===== config.mk =====
export PLATFORM = sky130hd
export DESIGN_NAME = pclk_gen
export DESIGN_NICKNAME = d
export VERILOG_FILES = /design/src/rtl/pclk_pkg.sv /design/src/rtl/pclk_cfg_ctrl.sv /design/src/rtl/pclk_pix_div.sv /design/src/rtl/pclk_mipi_div.sv /design/src/rtl/pclk_gen.sv
export SDC_FILE = /design/constraint.sdc
export NUM_CORES = 1
export LEC_CHECK = 0
export ABC_AREA = 1
export BUFFER_PORTS_ARGS = -buffer_cell sky130_fd_sc_hd__buf_4
export CORE_UTILIZATION = 53
export CTS_BUF_LIST = sky130_fd_sc_hd__clkbuf_16
export DETAILED_ROUTE_END_ITERATION = 10
export PLACE_DENSITY = 0.73
export SETUP_SLACK_MARGIN = 0.4
export SLEW_MARGIN = 20
export SYNTH_ARGS = -nofsm -noshare
export SYNTH_HDL_FRONTEND = slang
export SYNTH_SLANG_ARGS = --single-unit

===== constraint.sdc =====
create_clock -name clk_i -period 3.3 [get_ports clk_i]
set_input_delay 0.33 -clock clk_i [delete_from_list [all_inputs] [get_ports clk_i]]
set_output_delay 0.33 -clock clk_i [all_outputs]
set_load 0.01 [all_outputs]

===== src/rtl/pclk_pkg.sv =====
package pclk_pkg;
  localparam int NUM_SRC = 4;
  localparam int SRC_W   = $clog2(NUM_SRC);
  localparam int INT_W   = 8;
  localparam int FRAC_W  = 12;
  localparam int MIPI_W  = 4;
  localparam int CFG_W   = 32;
  localparam int RSV_W   = CFG_W - SRC_W - 2 - FRAC_W - MIPI_W - INT_W;

  typedef struct packed {
    logic [SRC_W-1:0]  src;
    logic              rsv_hi;
    logic              pix_off;
    logic [FRAC_W-1:0] frac;
    logic [RSV_W-1:0]  rsv_mid;
    logic [MIPI_W-1:0] mipi_div;
    logic [INT_W-1:0]  pix_div;
  } pclk_cfg_t;

  localparam logic [CFG_W-1:0] CFG_RST = 32'h4000_1102;
endpackage


===== src/rtl/pclk_cfg_ctrl.sv =====
module pclk_cfg_ctrl
  import pclk_pkg::*;
(
  input  logic      clk_i,
  input  logic      rst_ni,
  input  pclk_cfg_t cfg_i,
  input  logic      period_end_i,
  output pclk_cfg_t act_o,
  output logic      load_o
);
  pclk_cfg_t act_q;
  logic      src_chg;

  assign src_chg = cfg_i.src != act_q.src;
  assign load_o  = (cfg_i != act_q) && (src_chg || period_end_i);
  assign act_o   = act_q;

  always_ff @(posedge clk_i or negedge rst_ni) begin
    if (!rst_ni)     act_q <= pclk_cfg_t'(CFG_RST);
    else if (load_o) act_q <= cfg_i;
  end

  // active word only moves on a load
  a_r8_hold: assert property (@(posedge clk_i) disable iff (!rst_ni)
    !$stable(act_q) |-> $past(load_o));
  // differing source is taken on the next edge
  a_r9_src_now: assert property (@(posedge clk_i) disable iff (!rst_ni)
    (cfg_i.src != act_q.src) |=> (act_q == $past(cfg_i)));
endmodule


===== src/rtl/pclk_pix_div.sv =====
module pclk_pix_div #(
  parameter int INT_W  = 8,
  parameter int FRAC_W = 12
) (
  input  logic              clk_i,
  input  logic              rst_ni,
  input  logic              stb_i,
  input  logic              restart_i,
  input  logic [INT_W-1:0]  div_i,
  input  logic [FRAC_W-1:0] frac_i,
  output logic              term_o
);
  localparam int CNT_W = INT_W + 1;

  logic [CNT_W-1:0]  cnt_q;
  logic [FRAC_W-1:0] acc_q;
  logic              ext_q;
  logic [CNT_W-1:0]  n_eff;
  logic [CNT_W-1:0]  last;
  logic [FRAC_W:0]   acc_sum;

  // codes below 2 clamp to 2
  assign n_eff   = (div_i < INT_W'(2)) ? CNT_W'(2) : {1'b0, div_i};
  assign last    = n_eff - CNT_W'(1) + CNT_W'(ext_q);
  assign term_o  = stb_i && (cnt_q == last);
  assign acc_sum = {1'b0, acc_q} + {1'b0, frac_i};

  always_ff @(posedge clk_i or negedge rst_ni) begin
    if (!rst_ni) begin
      cnt_q <= '0;
      acc_q <= '0;
      ext_q <= 1'b0;
    end else if (restart_i) begin
      cnt_q <= '0;
      acc_q <= '0;
      ext_q <= 1'b0;
    end else if (term_o) begin
      cnt_q <= '0;
      acc_q <= acc_sum[FRAC_W-1:0];
      ext_q <= acc_sum[FRAC_W];
    end else if (stb_i) begin
      cnt_q <= cnt_q + CNT_W'(1);
    end
  end

  // counter never passes the period end
  a_r3_cnt_bound: assert property (@(posedge clk_i) disable iff (!rst_ni)
    cnt_q <= last);
  // stretch is only armed at a period end
  a_r4_ext_at_end: assert property (@(posedge clk_i) disable iff (!rst_ni)
    $rose(ext_q) |-> $past(term_o));
endmodule


===== src/rtl/pclk_mipi_div.sv =====
module pclk_mipi_div #(
  parameter int MIPI_W = 4
) (
  input  logic              clk_i,
  input  logic              rst_ni,
  input  logic              stb_i,
  input  logic              restart_i,
  input  logic [MIPI_W-1:0] code_i,
  output logic              pulse_o
);
  typedef enum logic [1:0] {M_OFF, M_BYP, M_DIV} mode_e;

  mode_e             mode;
  logic [MIPI_W-1:0] cnt_q;
  logic              term;

  always_comb begin
    unique case (code_i)
      MIPI_W'(0): mode = M_OFF;
      MIPI_W'(1): mode = M_BYP;
      default:    mode = M_DIV;
    endcase
  end

  assign term = stb_i && (mode == M_DIV) && (cnt_q == code_i - MIPI_W'(1));

  always_ff @(posedge clk_i or negedge rst_ni) begin
    if (!rst_ni) begin
      cnt_q   <= '0;
      pulse_o <= 1'b0;
    end else begin
      pulse_o <= (mode == M_BYP) ? stb_i : term;
      if (restart_i || mode != M_DIV) cnt_q <= '0;
      else if (term)                  cnt_q <= '0;
      else if (stb_i)                 cnt_q <= cnt_q + MIPI_W'(1);
    end
  end

  // off code keeps the output quiet
  a_r7_off_quiet: assert property (@(posedge clk_i) disable iff (!rst_ni)
    $past(mode == M_OFF) |-> !pulse_o);
  // divide counter stays below the code
  a_r6_cnt_bound: assert property (@(posedge clk_i) disable iff (!rst_ni)
    (mode == M_DIV && $past(mode == M_DIV) && $stable(code_i)) |-> cnt_q < code_i);
endmodule


===== src/rtl/pclk_gen.sv =====
module pclk_gen
  import pclk_pkg::*;
(
  input  logic             clk_i,
  input  logic             rst_ni,
  input  logic [CFG_W-1:0] cfg_i,
  input  logic [NUM_SRC-1:0] src_stb_i,
  output logic             pix_en_o,
  output logic             mipi_en_o
);
  pclk_cfg_t act;
  logic      load;
  logic      sel_stb;
  logic      pix_term;

  assign sel_stb = src_stb_i[act.src];

  pclk_cfg_ctrl u_cfg (
    .clk_i        (clk_i),
    .rst_ni       (rst_ni),
    .cfg_i        (pclk_cfg_t'(cfg_i)),
    .period_end_i (pix_term),
    .act_o        (act),
    .load_o       (load)
  );

  pclk_pix_div #(.INT_W(INT_W), .FRAC_W(FRAC_W)) u_pix (
    .clk_i     (clk_i),
    .rst_ni    (rst_ni),
    .stb_i     (sel_stb),
    .restart_i (load),
    .div_i     (act.pix_div),
    .frac_i    (act.frac),
    .term_o    (pix_term)
  );

  pclk_mipi_div #(.MIPI_W(MIPI_W)) u_mipi (
    .clk_i     (clk_i),
    .rst_ni    (rst_ni),
    .stb_i     (sel_stb),
    .restart_i (load),
    .code_i    (act.mipi_div),
    .pulse_o   (mipi_en_o)
  );

  always_ff @(posedge clk_i or negedge rst_ni) begin
    if (!rst_ni) pix_en_o <= 1'b0;
    else         pix_en_o <= pix_term && !act.pix_off;
  end

  // pixel pulse follows a selected strobe
  a_r2_pix_after_stb: assert property (@(posedge clk_i) disable iff (!rst_ni)
    pix_en_o |-> $past(sel_stb));
  // disabled word never yields a pulse
  a_r5_off: assert property (@(posedge clk_i) disable iff (!rst_ni)
    pix_en_o |-> !$past(act.pix_off));
  // divide of at least 2 forbids back-to-back pixel pulses
  a_r3_no_b2b: assert property (@(posedge clk_i) disable iff (!rst_ni)
    pix_en_o |=> !pix_en_o);
endmodule


==> flow_metrics.env, run 1 <==
export IMPL_path_buf_inv=2
export IMPL_rr_startpoint="u_cfg.act_o[4]"
export IMPL_worst_pin_slew_ps=788
export IMPL_maxCapViolations=0
export IMPL_r2r_slack_ps=560
export IMPL_drt_iter0_markers=310
export IMPL_slew_viol_final=0
export IMPL_area_growth_syn_to_layout_pct=21.6
export IMPL_power_mw=2.22
export IMPL_clk_pin_slew_ps=60
export IMPL_row_count=31
export IMPL_fin_worst_skew_ps=8.67
export IMPL_place_ws_ps=353
export IMPL_first_pass_iters=5
export IMPL_antenna_found_initial=0
export IMPL_ys_ff_latch=60
export IMPL_critical_path_class="register to register"
export IMPL_coreArea_sq_um=7370
export IMPL_yosysSeqAreaShare_pct=36.6
export IMPL_via_per_inst=5.48
export IMPL_drive_above_1_share_pct=19.5
export IMPL_post_route_drc_count=0
export IMPL_power_leakage_nw=2.54
export IMPL_fin_cells=703
export IMPL_cts_num_sinks=60
export IMPL_critPathMaxStageDelay_ps=410
export IMPL_status="completed"
export IMPL_synth_cells=539
export IMPL_reg2reg_depth=19
export IMPL_fin_setup_tns_ps=0
export IMPL_utilization_pct=67.9
export IMPL_worstSkewPairLatency_ps=330
export IMPL_crit_top_cell="nand2_1"
export IMPL_antenna_cells=0
export IMPL_final_common_cell="nand2_1"
export IMPL_timing_rr_end="u_pix.cnt_q[4]"
export IMPL_nets=656
export IMPL_crit_chain="inv_1 -> nand2_1 -> nor2_2 -> nand2_2 -> nand2_1 -> ha_2 -> ha_2 -> xnor2_1 -> nor2_1 -> nand3_1 -> nor2_1 -> nand2_1 -> nor2_4 -> nand2_8 -> nand2_8 -> nand2_8 -> clkbuf_16 -> nand3_1 -> nand2_1"
export IMPL_period_minus_slack_ps=2740
export IMPL_routabilityCongestion=0.915
export IMPL_synth_top_area_share_pct=34.1
export IMPL_wl_per_cell_um=15.2
export IMPL_io_pin_count=40
export IMPL_start_util_pct=55.8
export IMPL_die_w_um=90.1
export IMPL_io_buffers=39
export IMPL_grt_max_degree=61
export IMPL_overflow=0
export IMPL_hold_class="input pin to async pin"
export IMPL_ant_nets=0
export IMPL_dpl_instance_area_sq_um=4470
export IMPL_fmax_mhz=365
export IMPL_die_area_sq_um=8120
export IMPL_peakVddDrop_mv=0.344
export IMPL_mostFrequentLayoutCells="nand2_1, nand3_1, inv_1, buf_4, dfrtp_1"
export IMPL_synth_enable_flop_cells=0
export IMPL_synthFlopType="dfrtp_1"
export IMPL_finish_instance_area_sq_um=5000
export IMPL_setup_ws_ps=558
export IMPL_async_flop_share_pct=100
export IMPL_drt_total_wl_um=10700
export IMPL_cts_hold_buf=0
export IMPL_setup_viol=0
export IMPL_cp_startpoint="u_cfg.act_o[4]"
export IMPL_critical_path_slowest_cell="dfrtp_1"
export IMPL_clk_path_buf_depth=2
export IMPL_die_h_um=90.1
export IMPL_grt_pass1_wl_um=16700
export IMPL_critPathLaunchType="register"
export IMPL_yosysWarnings=0
export IMPL_power_density_nw_per_um2=443
export IMPL_dp_cells=666
export IMPL_worstSetupEndpointType="register"
export IMPL_h_tree_depth=3
export IMPL_synth_distinct_cells=40
export IMPL_syn_area_sq_um=4110
export IMPL_ctsRootBufferMaster="clkbuf_16"
export IMPL_critical_path_max_fanout=6
export IMPL_rsz0062_at_grt="false"
export IMPL_hold_ws_ps=72.8
export IMPL_worstPathArrival_ps=2950
export IMPL_cts_tree="built"
export IMPL_timing_final_hold_violations=0
export IMPL_finalCritPeriodShare_pct=83.1
export IMPL_crit_family="simple AND/OR/NAND/NOR gates"
export IMPL_ys_top_cells_by_area="dfrtp_1, nand2_1, nand3_1, xnor2_1, ha_1"
export IMPL_synth_top_cell_by_area="dfrtp_1"
export IMPL_grt_usage_pct=25.8
export IMPL_num_vias=3852
export IMPL_syn_area_per_cell_sq_um=7.63
export IMPL_cts_made_buffers=9
export IMPL_grt_pass1_vias=3539
export IMPL_dp_hpwl_um=7120
export IMPL_crit_required_ps=3510
export IMPL_synth_fp_nets=596
export IMPL_relSlewSlack_pct=47.5
## state kept, by name, indices dropped and copies added (netlist names)
signal and flops:
u_pix.ext_q 1, pix_en_o 1, u_mipi.pulse_o 1, u_pix.acc_q 12, u_mipi.cnt_q 4, u_pix.cnt_q 9
u_cfg.act_o 32
## synthesized netlist by cell type, types with 3 or more instances
cell type / count
nand2_1: 147
nand3_1: 67
dfrtp_1: 56
inv_1: 56
nor2_1: 30
xnor2_1: 28
xor2_1: 21
ha_1: 18
a21oi_1: 15
nand4_1: 15
o21ai_1: 11
o21ai_0: 10
o21ai_2: 10
nor3_1: 7
buf_6: 5
clkbuf_1: 5
dfstp_2: 4
nand3b_1: 4
nor2_2: 3
## report_power, final
part | leakage [nW] | internal [mW] | switching [mW] | total (mW)
clock network | 0.138 | 0.491 | 0.318 | 0.808
logic | 1.64 | 0.237 | 0.307 | 0.544
registers | 0.762 | 0.795 | 0.0705 | 0.865
## worst max-delay path by stage
stage	to	depth (start not counted)
2_1_floorplan	u_pix.cnt_q[0]	17
3_3_place_gp	u_pix.cnt_q[8]	19
3_5_place_dp	u_pix.cnt_q[8]	19
4_1_cts	u_pix.cnt_q[8]	19
5_1_grt	u_cfg.act_o[5]	19
6_report	u_pix.cnt_q[4]	19
## cell families (layout without fill, tap and decap cells)
family / count (synthesis) / in the layout / share of synthesized area (%)
and+or+nand+nor: 285 / 287 / 31.5
buffers and inverters: 74 / 137 / 7.97
DFF: 60 / 60 / 36.6
AOI/OAI and AO/OA: 52 / 52 / 7.54
xor gates and xnor gates: 49 / 49 / 10.4
adders and majority gates: 19 / 19 / 5.96
## area by class of cell
type	instances	area [sq um]
Clock buffer	9	225
Multi-Input combinational cell	407	2350
Inverter	57	214
Timing Repair Buffer	64	548
Tap cell	99	124
Fill cell	603	2370
Clock inverter	7	28.8
Sequential cell	60	1510
## per-layer routing
layer	GRT usage [%]	wire, um	vias up
met5	0	0	-
li1	-	-	1877
met4	10.9	245	0
met2	42.8	5160	127
met1	33.6	4710	1828
met3	3.89	550	20
## repair_timing
| action | 4_1_cts | 5_1_grt |
|---|---|---|
| gates resized for setup | 3 | 19 |
| buffers inserted | 0 | 16 |
| setup endpoints to repair | 21 | 56 |
| pin swaps | 0 | 9 |
| cloned | 0 | 5 |
No activity file was read; power rests on OpenSTA's default activity.
==> run 2: changes to the inputs <==
--- a/config.mk
+++ b/config.mk
@@ -5,12 +5,12 @@
 export SDC_FILE = /design/constraint.sdc
 export NUM_CORES = 1
 export LEC_CHECK = 0
-export ABC_AREA = 1
+export ABC_AREA = 0
 export BUFFER_PORTS_ARGS = -buffer_cell sky130_fd_sc_hd__buf_4
 export CORE_UTILIZATION = 53
 export CTS_BUF_LIST = sky130_fd_sc_hd__clkbuf_16
 export DETAILED_ROUTE_END_ITERATION = 10
-export PLACE_DENSITY = 0.73
+export PLACE_DENSITY = 0.76
 export SETUP_SLACK_MARGIN = 0.4
 export SLEW_MARGIN = 20
 export SYNTH_ARGS = -nofsm -noshare
==> constraint.sdc (replaced) <==
create_clock -name clk_i -period 2.45 [get_ports clk_i]
set_input_delay 0.245 -clock clk_i [delete_from_list [all_inputs] [get_ports clk_i]]
set_output_delay 0.245 -clock clk_i [all_outputs]
set_load 0.01 [all_outputs]
==> flow_metrics.env, run 2 <==
export IMPL_synthFlopType="dfrtp_1"
export IMPL_rr_startpoint="u_cfg.act_o[7]"
export IMPL_worstSkewPairLatency_ps=330
export IMPL_io_pin_count=40
export IMPL_synth_top_family_by_area="simple AND/OR/NAND/NOR gates"
export IMPL_fin_setup_tns_ps=-50300
export IMPL_cts_made_buffers=9
export IMPL_reg2reg_depth=13
export IMPL_final_common_cell="buf_4"
export IMPL_dpl_instance_area_sq_um=4620
export IMPL_power_leakage_nw=2.44
export IMPL_h_tree_depth=3
export IMPL_setup_viol=57
export IMPL_overflow=0
export IMPL_synth_top_cell_by_area="dfrtp_1"
export IMPL_die_h_um=87.9
export IMPL_drt_total_wl_um=10600
export IMPL_synthXorXnorAreaFrac_pct=13.2
export IMPL_r2r_slack_ps=-1000
export IMPL_crit_chain="nor4_4 -> nand2_1 -> o21ai_1 -> ha_2 -> ha_4 -> nor3b_4 -> nand2_2 -> xnor2_2 -> or4_4 -> o31ai_4 -> buf_6 -> buf_12 -> mux2_4"
export IMPL_drive_above_1_share_pct=37.3
export IMPL_period_minus_slack_ps=3450
export IMPL_clk_pin_slew_ps=60
export IMPL_peakVddDrop_mv=0.336
export IMPL_finish_instance_area_sq_um=5200
export IMPL_critical_path_max_fanout=11
export IMPL_synth_fp_nets=422
export IMPL_hold_ws_ps=-9.58
export IMPL_status="finished, violations left"
export IMPL_post_route_drc_count=0
export IMPL_synth_most_common_cell="dfrtp_1"
export IMPL_p_comb_share_pct=27.3
export IMPL_die_area_sq_um=7730
export IMPL_area_growth_syn_to_layout_pct=32.9
export IMPL_sw_frac_of_total_pct=29.4
export IMPL_timing_rr_end="u_cfg.act_o[11]"
export IMPL_critPathMaxStageDelay_ps=580
export IMPL_yosysSeqAreaShare_pct=38.5
export IMPL_power_switching_mw=0.896
export IMPL_worst_pin_slew_ps=779
export IMPL_grt_pass1_vias=3390
export IMPL_yosys_area_share_simple_pct=14.5
export IMPL_fmax_mhz=290
export IMPL_crit_required_ps=2650
export IMPL_io_buffers=39
export IMPL_nets=510
export IMPL_via_per_inst=5.91
export IMPL_wl_per_cell_um=19.1
export IMPL_num_vias=3274
export IMPL_relSlewSlack_pct=48.0
export IMPL_ant_nets=0
export IMPL_grt_pass1_wl_um=16700
export IMPL_syn_area_sq_um=3910
export IMPL_grt_max_degree=61
export IMPL_start_util_pct=56.3
export IMPL_synth_top_area_share_pct=35.8
export IMPL_maxCapViolations=0
export IMPL_synth_cells=365
export IMPL_routabilityCongestion=0.870
export IMPL_cts_num_sinks=60
export IMPL_syn_area_per_cell_sq_um=10.7
export IMPL_endpoint="u_cfg.act_o[11]"
export IMPL_synth_distinct_cells=57
export IMPL_synth_mux_area_share_pct=12.2
export IMPL_first_pass_iters=4
export IMPL_antenna_found_initial=0
export IMPL_fin_cells=554
export IMPL_hold_class="input pin to async pin"
export IMPL_async_flop_share_pct=100
export IMPL_largest_reg_flops=32
export IMPL_critPathLaunchType="register"
export IMPL_synth_compound_area_share_pct=12.2
export IMPL_clk_path_buf_depth=2
export IMPL_dp_hpwl_um=6820
export IMPL_fin_worst_skew_ps=7.92
export IMPL_row_count=30
export IMPL_ys_top_cells_by_area="dfrtp_1, xor2_1, mux2_4, ha_1, xnor2_1"
export IMPL_critical_path_slowest_cell="or4_4"
export IMPL_n_fill_cell=467
export IMPL_synth_adder_area_share_pct=6.27
export IMPL_worstSetupEndpointType="register"
export IMPL_finalCritPeriodShare_pct=141
export IMPL_rsz0062_at_grt="true"
export IMPL_power_share_clock_pct=35.6
export IMPL_ctsRootBufferMaster="clkbuf_16"
export IMPL_cts_tree="built"
export IMPL_violations="negative hold slack, negative setup slack"
export IMPL_mostFrequentLayoutCells="buf_4, dfrtp_1, xor2_1"
export IMPL_critical_path_class="register to register"
export IMPL_coreArea_sq_um=6940
export IMPL_timing_final_hold_violations=6
export IMPL_synth_enable_flop_cells=0
export IMPL_yosysWarnings=0
export IMPL_worstPathArrival_ps=3660
export IMPL_power_density_nw_per_um2=587
export IMPL_power_frac_seq_pct=37.2
export IMPL_ys_ff_latch=60
export IMPL_drt_iter0_markers=232
export IMPL_grt_usage_pct=29.2
export IMPL_place_ws_ps=-927
export IMPL_synth_common_cells="dfrtp_1, xor2_1, nand2_1, xnor2_1"
export IMPL_slew_viol_final=0
export IMPL_cp_startpoint="u_cfg.act_o[7]"
export IMPL_intPower_mw=2.16
export IMPL_die_w_um=87.9
export IMPL_antenna_cells=0
export IMPL_dp_cells=523
export IMPL_setup_ws_ps=-1000
==> run 2: changes by cell type after synthesis, sizes merged, moves of 13 or more <==
cell   before  now
nand2     150   23
nand3      68    3
inv        57    7
mux2        0   32
xor2       21   36
a22o        0   13
nor2       34   20
o21ai      31    6
==> run 2: final cells by class <==
cell class / instances / area, sq um / share of cell area [%]
clock inverters: 7 / 28.8 / 0.553
well taps: 96 / 120 / 2.31
multi-input cells: 283 / 2470 / 47.5
inverters: 7 / 26.3 / 0.505
clock buffers: 9 / 225 / 4.33
repair buffers: 92 / 825 / 15.9
flip-flops and latches: 60 / 1510 / 29.0
==> run 2: what timing repair did <==
| action | in CTS | in global routing |
|---|---|---|
| endpoints found under the setup margin | 57 | 57 |
| gates resized for setup | 29 | 8 |
| buffers inserted | 9 | 3 |
| cloned | 2 | 1 |
| pin swaps | 8 | 6 |
| hold buffers | 0 | 0 |
==> run 2: worst min-delay path by stage <==
stage / from / slack, ps / end
6_report: rst_ni / -10 / u_cfg.act_o[0]
5_1_grt: cfg_i[30] / 30 / u_cfg.act_o[30]
4_1_cts: rst_ni / 20 / u_pix.cnt_q[7]
3_5_place_dp: rst_ni / 370 / u_mipi.cnt_q[2]
3_3_place_gp: rst_ni / 370 / u_mipi.cnt_q[3]
2_1_floorplan: rst_ni / -50 / pix_en_o
==> run 2: metrics by stage <==
| step | hold slack (ps) | total power, mW | utilization (%) |
|---|---|---|---|
| 2_1_floorplan | -50.6 | 1.58 | - |
| 3_3_place_gp | 370 | 1.82 | 66.5 |
| 3_5_place_dp | 372 | 1.84 | 66.5 |
| 4_1_cts | 23.0 | 3.02 | 73.7 |
| 5_1_grt | 34.8 | 3.17 | 74.9 |
| 6_report | -9.58 | 3.05 | 74.9 |
==> run 2: power by group through the flow <==
stage / combinational, mW / sequential (mW) / clock (mW)
2_1_floorplan: 0.445 / 1.13 / 0
3_3_place_gp: 0.674 / 1.14 / 0
3_5_place_dp: 0.695 / 1.15 / 0
4_1_cts: 0.785 / 1.13 / 1.10
5_1_grt: 0.887 / 1.14 / 1.15
6_report: 0.832 / 1.14 / 1.09
==> run 2: metal layers <==
metal  GRT usage (%)  vias to the layer above  wire, um
met5               0                        -         0
met4            16.2                        0       340
met3            3.68                       28       523
met2            49.6                      127      5380
met1            36.1                     1616      4370
li1                -                     1503         -
==> run 2: cell families (layout without fill, tap and decap cells) <==
logic type	Yosys count	after routing
XOR/XNOR	59	59
AO/OA/AOI/OAI	63	63
AND/OR/NAND/NOR	106	106
multiplexers	36	36
flip-flops	60	60
buffers and inverters	22	115
adder cells (fa/ha/maj)	19	19
==> run 2: worst max-delay path, delay by kind of cell, from the launching register on <==
family          cells  cell delay [ps]
compound gates      2              360
xor+xnor            1              150
fa+ha+maj           2              390
buf+inv             2              370
flops               1              420
mux                 1              310
simple gates        5             1330
